$ cat src/rtl/dfp_pkg.sv
// Shared types for the dual byte-FIFO data path.
// Assumes byte enables are active low and sampled with the strobe.
package dfp_pkg;
    typedef enum logic [1:0] {
        LANE_NONE = 2'd0,
        LANE_LO   = 2'd1,
        LANE_HI   = 2'd2,
        LANE_BOTH = 2'd3
    } lane_e;

    // Map active-low enables to a lane selection.
    function automatic lane_e lane_of(input logic ube_n, input logic lbe_n);
        case ({ube_n, lbe_n})
            2'b00:   return LANE_BOTH;
            2'b01:   return LANE_HI;
            2'b10:   return LANE_LO;
            default: return LANE_NONE;
        endcase
    endfunction
endpackage

$ cat src/rtl/byte_fifo.sv
// Synchronous byte FIFO with head look-ahead.
// A push when full or a pop when empty is rejected and reported by a pulse.
// Assumes a simultaneous push and pop are both allowed when not full/empty.
module byte_fifo #(
    parameter int W     = 8,
    parameter int DEPTH = 16
) (
    input  logic         clk,
    input  logic         rst_n,
    input  logic         push,
    input  logic [W-1:0] wdata,
    input  logic         pop,
    output logic [W-1:0] head,
    output logic         full,
    output logic         empty,
    output logic         rej
);
    localparam int AW = $clog2(DEPTH);
    localparam int CW = $clog2(DEPTH + 1);

    logic [W-1:0]  mem [DEPTH];
    logic [AW-1:0] wp, rp;
    logic [CW-1:0] cnt;
    logic          do_push, do_pop;

    assign full    = (cnt == CW'(DEPTH));
    assign empty   = (cnt == '0);
    assign do_push = push && !full;
    assign do_pop  = pop && !empty;
    assign rej     = (push && full) || (pop && empty);
    assign head    = mem[rp];

    // Storage write.
    always_ff @(posedge clk) begin
        if (do_push) mem[wp] <= wdata;
    end

    // Pointers and occupancy.
    always_ff @(posedge clk) begin
        if (!rst_n) begin
            wp  <= '0;
            rp  <= '0;
            cnt <= '0;
        end else begin
            if (do_push) wp <= (wp == AW'(DEPTH - 1)) ? '0 : wp + 1'b1;
            if (do_pop)  rp <= (rp == AW'(DEPTH - 1)) ? '0 : rp + 1'b1;
            cnt <= cnt + CW'(do_push) - CW'(do_pop);
        end
    end

    AST_FULL_PUSH_HOLDS: assert property (@(posedge clk) disable iff (!rst_n)
        full && push && !pop |=> cnt == $past(cnt));
    AST_EMPTY_POP_HOLDS: assert property (@(posedge clk) disable iff (!rst_n)
        empty && pop && !push |=> cnt == $past(cnt));
endmodule

$ cat src/rtl/host_strobe.sv
// Host strobe front end: captures select, lanes and data while a strobe
// is low and reports a one-cycle event on its rising edge.
// Assumes rd_n and wr_n are synchronous to clk and never low together.
module host_strobe
    import dfp_pkg::*;
#(
    parameter int HW = 16
) (
    input  logic          clk,
    input  logic          rst_n,
    input  logic          rd_n,
    input  logic          wr_n,
    input  logic          fifo_cs,
    input  logic          dack_n,
    input  logic          ube_n,
    input  logic          lbe_n,
    input  logic [HW-1:0] wdata,
    output logic          rd_ev,
    output logic          wr_ev,
    output logic          ev_sel,
    output logic          ev_dma,
    output lane_e         ev_lane,
    output logic [HW-1:0] ev_wdata
);
    logic rd_q, wr_q;

    assign rd_ev = !rd_q && rd_n;
    assign wr_ev = !wr_q && wr_n;

    // Strobe history for edge detection.
    always_ff @(posedge clk) begin
        if (!rst_n) begin
            rd_q <= 1'b1;
            wr_q <= 1'b1;
        end else begin
            rd_q <= rd_n;
            wr_q <= wr_n;
        end
    end

    // Access attributes held from the low phase of a strobe.
    always_ff @(posedge clk) begin
        if (!rst_n) begin
            ev_sel   <= 1'b0;
            ev_dma   <= 1'b0;
            ev_lane  <= LANE_NONE;
            ev_wdata <= '0;
        end else if (!rd_n || !wr_n) begin
            ev_sel   <= fifo_cs || !dack_n;
            ev_dma   <= !dack_n;
            ev_lane  <= lane_of(ube_n, lbe_n);
            ev_wdata <= wdata;
        end
    end
endmodule

$ cat src/rtl/xfer_ctrl.sv
// Byte counter and completion interrupt for DMA transfers.
// Counts down by 1 or 2 with saturation; the interrupt arms on a nonzero
// load and fires once the count is zero and the data has drained.
module xfer_ctrl #(
    parameter int CNT_W = 32
) (
    input  logic             clk,
    input  logic             rst_n,
    input  logic             load,
    input  logic [CNT_W-1:0] value,
    input  logic             dec,
    input  logic             dec2,
    input  logic             drained,
    input  logic             irq_clr,
    output logic [CNT_W-1:0] cnt,
    output logic             irq
);
    logic armed;

    // Counter load and saturating decrement.
    always_ff @(posedge clk) begin
        if (!rst_n) begin
            cnt <= '0;
        end else if (load) begin
            cnt <= value;
        end else if (dec) begin
            if (dec2) cnt <= (cnt >= CNT_W'(2)) ? cnt - CNT_W'(2) : '0;
            else      cnt <= (cnt != '0) ? cnt - CNT_W'(1) : '0;
        end
    end

    // Arming and sticky completion interrupt.
    always_ff @(posedge clk) begin
        if (!rst_n) begin
            armed <= 1'b0;
            irq   <= 1'b0;
        end else begin
            if (irq_clr) irq <= 1'b0;
            if (load) begin
                armed <= (value != '0);
            end else if (armed && cnt == '0 && drained) begin
                armed <= 1'b0;
                irq   <= 1'b1;
            end
        end
    end

    AST_CNT_SATURATES: assert property (@(posedge clk) disable iff (!rst_n)
        cnt == '0 && !load |=> cnt == '0);
    AST_CNT_NEVER_RISES: assert property (@(posedge clk) disable iff (!rst_n)
        !load |=> cnt <= $past(cnt));
    AST_IRQ_STICKY: assert property (@(posedge clk) disable iff (!rst_n)
        irq && !irq_clr |=> irq);
endmodule

$ cat src/rtl/dma_fifo_pair.sv
// Top of the dual byte-FIFO data path: lane routing, burst presentation,
// direction gating, DMA request, counter and sticky status flags.
// Assumes the host and instrument side never push the same FIFO at once;
// direction picks which side may push and which may pop.
module dma_fifo_pair
    import dfp_pkg::*;
#(
    parameter int DEPTH = 16,
    parameter int CNT_W = 32
) (
    input  logic             clk,
    input  logic             rst_n,
    input  logic             xfer_to_bus,
    input  logic             burst_mode,
    input  logic             fifo_cs,
    input  logic             dack_n,
    input  logic             rd_n,
    input  logic             wr_n,
    input  logic             ube_n,
    input  logic             lbe_n,
    input  logic [15:0]      host_wdata,
    output logic [15:0]      host_rdata,
    output logic             fifo_ready,
    input  logic             dma_en,
    input  logic             dma_wide,
    input  logic             cnt_load,
    input  logic [CNT_W-1:0] cnt_value,
    output logic             drq,
    output logic [CNT_W-1:0] xfer_left,
    output logic             done_irq,
    output logic             err_flag,
    input  logic             stat_clr,
    input  logic             ib_sel_a,
    input  logic             ib_push,
    input  logic [7:0]       ib_wdata,
    input  logic             ib_pop,
    output logic [7:0]       ib_rdata,
    output logic             ib_avail,
    output logic             ib_space
);
    localparam int NF = 2; // index 1 = FIFO A (upper), 0 = FIFO B (lower)

    logic        rd_ev, wr_ev, ev_sel, ev_dma;
    lane_e       ev_lane, cur_lane;
    logic [15:0] ev_wdata;
    logic [7:0]  f_head [NF];
    logic [7:0]  f_wdata [NF];
    logic [NF-1:0] f_push, f_pop, f_full, f_empty, f_rej;
    logic [NF-1:0] h_push, h_pop, i_push, i_pop;
    logic        h_wr_ok, h_rd_ok, dma_dec, dma_dec2;

    host_strobe #(.HW(16)) u_strobe (
        .clk(clk), .rst_n(rst_n), .rd_n(rd_n), .wr_n(wr_n),
        .fifo_cs(fifo_cs), .dack_n(dack_n), .ube_n(ube_n), .lbe_n(lbe_n),
        .wdata(host_wdata), .rd_ev(rd_ev), .wr_ev(wr_ev), .ev_sel(ev_sel),
        .ev_dma(ev_dma), .ev_lane(ev_lane), .ev_wdata(ev_wdata)
    );

    // Host-side push/pop requests per FIFO, gated by direction.
    always_comb begin
        h_wr_ok = wr_ev && ev_sel && xfer_to_bus;
        h_rd_ok = rd_ev && (ev_sel || burst_mode) && !xfer_to_bus;
        h_push  = {h_wr_ok && ev_lane == LANE_BOTH, h_wr_ok && ev_lane != LANE_NONE};
        h_pop   = {h_rd_ok && (burst_mode || ev_lane == LANE_BOTH),
                   h_rd_ok && (burst_mode || ev_lane != LANE_NONE)};
        i_push  = {ib_push && ib_sel_a, ib_push && !ib_sel_a} & {NF{!xfer_to_bus}};
        i_pop   = {ib_pop && ib_sel_a, ib_pop && !ib_sel_a} & {NF{xfer_to_bus}};
        f_wdata[1] = xfer_to_bus ? ev_wdata[15:8] : ib_wdata;
        f_wdata[0] = !xfer_to_bus ? ib_wdata :
                     (ev_lane == LANE_HI) ? ev_wdata[15:8] : ev_wdata[7:0];
        f_push  = xfer_to_bus ? h_push : i_push;
        f_pop   = xfer_to_bus ? i_pop : h_pop;
    end

    for (genvar g = 0; g < NF; g++) begin : g_fifo
        byte_fifo #(.W(8), .DEPTH(DEPTH)) u_fifo (
            .clk(clk), .rst_n(rst_n), .push(f_push[g]), .wdata(f_wdata[g]),
            .pop(f_pop[g]), .head(f_head[g]), .full(f_full[g]),
            .empty(f_empty[g]), .rej(f_rej[g])
        );
    end

    // Host read bus: burst presentation or selected lane routing.
    always_comb begin
        cur_lane   = lane_of(ube_n, lbe_n);
        host_rdata = '0;
        if (burst_mode) begin
            host_rdata = {f_head[1], f_head[0]};
        end else if (!rd_n && (fifo_cs || !dack_n)) begin
            case (cur_lane)
                LANE_BOTH: host_rdata = {f_head[1], f_head[0]};
                LANE_HI:   host_rdata = {f_head[0], 8'h00};
                LANE_LO:   host_rdata = {8'h00, f_head[0]};
                default:   host_rdata = '0;
            endcase
        end
    end

    // Readiness, DMA request and instrument-side status.
    always_comb begin
        fifo_ready = xfer_to_bus ? !(f_full[1] || f_full[0]) : !(f_empty[1] || f_empty[0]);
        drq = dma_en && (xfer_left != '0) &&
              (dma_wide ? fifo_ready : (xfer_to_bus ? !f_full[0] : !f_empty[0]));
        ib_rdata = ib_sel_a ? f_head[1] : f_head[0];
        ib_avail = ib_sel_a ? !f_empty[1] : !f_empty[0];
        ib_space = ib_sel_a ? !f_full[1] : !f_full[0];
        dma_dec  = ev_dma && (h_wr_ok || h_rd_ok);
        dma_dec2 = burst_mode || ev_lane == LANE_BOTH;
    end

    xfer_ctrl #(.CNT_W(CNT_W)) u_xfer (
        .clk(clk), .rst_n(rst_n), .load(cnt_load), .value(cnt_value),
        .dec(dma_dec), .dec2(dma_dec2),
        .drained(!xfer_to_bus || (f_empty[1] && f_empty[0])),
        .irq_clr(stat_clr), .cnt(xfer_left), .irq(done_irq)
    );

    // Sticky overflow/underflow flag.
    always_ff @(posedge clk) begin
        if (!rst_n)           err_flag <= 1'b0;
        else if (|f_rej)      err_flag <= 1'b1;
        else if (stat_clr)    err_flag <= 1'b0;
    end

    AST_ERR_ON_REJECT: assert property (@(posedge clk) disable iff (!rst_n)
        (|f_rej) |=> err_flag);
    AST_IRQ_AFTER_DRAIN: assert property (@(posedge clk) disable iff (!rst_n)
        $rose(done_irq) |-> (!xfer_to_bus || $past(f_empty[1] && f_empty[0])));
endmodule

$ cat config.mk
export PLATFORM = sky130hd
export DESIGN_NAME = dma_fifo_pair
export DESIGN_NICKNAME = d
export VERILOG_FILES = /design/src/rtl/dfp_pkg.sv /design/src/rtl/byte_fifo.sv /design/src/rtl/host_strobe.sv /design/src/rtl/xfer_ctrl.sv /design/src/rtl/dma_fifo_pair.sv
export SDC_FILE = /design/constraint.sdc
export NUM_CORES = 1
export LEC_CHECK = 0
export BUFFER_PORTS_ARGS = -buffer_cell sky130_fd_sc_hd__buf_4
export CAP_MARGIN = 15
export CORE_UTILIZATION = 57
export DETAILED_ROUTE_END_ITERATION = 16
export GPL_TIMING_DRIVEN = 0
export PLACE_DENSITY = 0.76
export SLEW_MARGIN = 20
export SYNTH_ARGS = -nofsm -noshare
export SYNTH_HDL_FRONTEND = slang
export SYNTH_HIERARCHICAL = 1
export SYNTH_SLANG_ARGS = --single-unit
$ cat constraint.sdc
create_clock -name clk -period 6.77 [get_ports clk]
set_clock_uncertainty 0.1 [all_clocks]
set_input_delay 1.0155 -clock clk [delete_from_list [all_inputs] [get_ports clk]]
set_output_delay 1.0155 -clock clk [all_outputs]
set_load 0.01 [all_outputs]
==> results.ini <==
[yosys]
yosys_most_used_dff = edfxtp_1
synth-edff-count = 256
ys_async_sr_fraction = 0
synth_top_area_cell = edfxtp_1
yosysUniqueCellTypes = 97
ys_ff_latch = 347
yosys-top-cells-area = edfxtp_1 46%, dfxtp_1 11%, mux4_1 5.0%
synth_cells = 1276
synth_area_mm2 = 0.0168
yosysSeqAreaShare = 0.565
avgSynthCellArea_um2 = 13.2
synth.top_cell.area_share = 0.457
synth_fp_nets = 1374
synth_warnings = 6

[placed_design]
port_buffers = 132
place.gp.congestion = 0.965
dpl.cell_count = 1794
dp_slack_ns = 2.21
hpwl_mm = 33.0

[sta]
setup_viol = 0
tightest_slew_ns = 1.21
fmax_ghz = 0.247
hold_viol_final = 0
setup_slack_ns = 2.72
period_share = 0.598
rsz0062_at_grt = no
slew_headroom = 0.187
min_period_ns = 4.05
fin_tns_setup_ns = 0
slew_viol_final = 0

[cts]
htree_levels = 2
clock-sinks = 347
cts.repair.resized = 0
cts_tree = done
post_cts_buffers = 0
clk_latency_ns = 0.54
cts_root_buf = clkbuf_16
cts-hold-fix-buffers = 0
numCtsBuffers = 36
cts_buffer_depth = 3
path_clk_slew_ns = 0.06

[route]
vias_per_cell = 6.62
via_count = 12300
drtAntennaViolNets = 0
drt_iter0_drc = 1471
firstDrtPassIters = 5
wl_per_cell_um = 25.3
drc = 0
totalWireLength_mm = 47.0

[setup_path]
end_kind = output pin
regToRegStartpoint = u_xfer/cnt[0]
r2r-end = u_xfer/cnt[18]
crit_path_start_kind = flop
cp_max_fo = 10
crit_arrival_ns = 2.94
required_ns = 5.65
rrSetupSlack_ns = 3.26
r2r_cells = 7
worstSetupPathType = reg2out

[layout]
layout-drive-gt1-share = 0.229
fin_util = 0.677
area_growth_syn_to_layout_pct = 16.0
nFillCells = 2051
stdcell_count = 1859
nets = 1546

[die]
core-area_mm2 = 0.0289
pin_count = 135
die_h_um = 174
floorplan.initialDensity = 0.583
die-area_mm2 = 0.0302
die_w_um = 174
rows = 62

[min_path]
holdPathEnd = u_strobe/ev_wdata[2]
hold_class = reg2reg
worstHoldStart = u_strobe/ev_wdata[2]
hold_depth = 2

[power_and_ir_drop]
total_leakage_power_nw = 6.86
p_total_w = 0.00528
power.density_mw_per_mm2 = 270
irDropWorstVdd_uv = 161

[grt]
top_usage_layer = met2
grt_antenna_before_repair = 1
grtUsageTotal = 0.311
grt_pass1_wl_mm = 70.8
gr-total-overflow = 0
met3_usage = 0.0504
use_met2 = 0.496
grt_pass1_vias = 11700
grt_max_degree = 25
grtUsageMet1 = 0.435

[run_status]
status = finished clean

[job]
maxCapViolCount = 0

-- sequential cells by signal, summed over array words and instances (netlist names), named ones only --
| signal | count |
|---|---|
| g_fifo.u_fifo/rp | 8 |
| u_strobe/wr_q | 1 |
| u_strobe/rd_q | 1 |
| u_xfer/irq | 1 |
| g_fifo.u_fifo/cnt | 10 |
| err_flag | 1 |
| u_strobe/ev_sel | 1 |
| g_fifo.u_fifo/mem | 256 |
| u_strobe/ev_lane | 2 |
| u_strobe/ev_dma | 1 |
| u_strobe/ev_wdata | 16 |
| u_xfer/cnt | 32 |
| u_xfer/armed | 1 |
| g_fifo.u_fifo/wp | 8 |
-- through the flow --
step                      cell area [um2]  hold WS, ns
final                               19500        0.365
after CTS                           19500        0.361
after detailed placement            18400        0.352
after global routing                19500        0.375
after global placement              18300        0.349
after floorplan                     16800        0.338
-- synthesized netlist by cell type (7+ instances only) --
cell and count:
a211oi_1 7, mux2_2 17, xor2_1 23, a21oi_1 49
buf_2 13, or3_1 10, and2_1 26, o22ai_1 7
clkbuf_1 43, nor2b_1 18, a21bo_1 15, o31ai_1 9
a22oi_1 35, inv_1 29, nand2b_1 12, nor3b_1 8
buf_6 12, o21ai_0 29, dfxtp_1 91, nor3_1 38
nand2_1 83, nand4_1 9, a22o_1 10, a21o_1 7
a21boi_0 14, mux4_2 32, ha_1 23, nand3_1 39
nor4_1 37, a21oi_2 9, nor2_1 60, mux2i_1 16
nand3_2 9, edfxtp_1 256, o211ai_1 7, mux4_1 32
xnor2_1 13
-- worst max path at each step --
stage | start | to | slack [ns] | cells after the start
2_1_floorplan | rd_n | g_fifo[1].u_fifo/cnt[4] | 3.02 | 14
3_3_place_gp | rd_n | g_fifo[1].u_fifo/cnt[4] | 2.23 | 15
3_5_place_dp | rd_n | g_fifo[1].u_fifo/cnt[4] | 2.21 | 15
4_1_cts | flop | ib_rdata[2] | 2.74 | 6
5_1_grt | rd_n | g_fifo[1].u_fifo/cnt[4] | 2.51 | 15
6_report | flop | ib_rdata[1] | 2.72 | 6
-- power by group --
| part | switching (W) | internal [W] | leakage [nW] |
|---|---|---|---|
| sequential | 0.0000523 | 0.00235 | 3.06 |
| clock | 0.000834 | 0.00109 | 0.551 |
| combinational | 0.000543 | 0.000403 | 3.24 |
| total | 0.00143 | 0.00385 | 6.86 |
-- worst max-delay path: stages (launching register included) --
cell     delay, ns
dfxtp_1       0.42
buf_1         0.53
mux4_1        0.46
a22oi_1       0.35
nand2_1       0.19
mux2_2        0.30
buf_4         0.14
-- cell type report --
cell class	instances	area, um2	share of cell area
flip-flops and latches	347	9510	0.487
multi-input cells	813	6750	0.345
repair buffers	134	1010	0.0519
clock buffers	45	956	0.0489
plain buffers	85	536	0.0274
well taps	384	480	0.0246
clock inverters	19	176	0.00903
inverters	31	116	0.00596
diodes	1	2.50	0.000128
-- kinds of logic after synthesis --
logic type | share of synthesized area
AOI/OAI and AO/OA | 0.117
xor gates and xnor gates | 0.0187
adders and majority gates | 0.0195
buffers and inverters | 0.0387
DFF | 0.565
muxes | 0.114
and+or+nand+nor | 0.128
-- cell usage in the layout (no fill, tap or decap), drive strengths merged, types with 7 or more instances in the layout --
master	instances
nand3	48
dfxtp	91
o21ai	32
a21boi	14
ha	23
nand2b	12
a21oi	58
clkinv	14
inv	33
buf	170
o31ai	9
a21bo	16
xnor2	13
mux4	64
and2	26
a311oi	7
a22oi	35
nand2	86
a22o	10
or4	10
o22ai	7
nor2b	19
edfxtp	256
mux2	17
nor2	60
a21o	7
clkbuf	88
nand4	10
or3	12
a211oi	8
xor2	23
nor4	39
nor3b	8
mux2i	16
o211ai	7
nor3	39
-- per-layer routing --
layer	vias up	part of all wire	routed length (um)
met2	789	0.47	22000
met3	145	0.10	4740
met5	-	0	0
met1	6016	0.40	18600
met4	0	0.035	1640
li1	5353	-	-
Power figures use the tool's default switching activity.
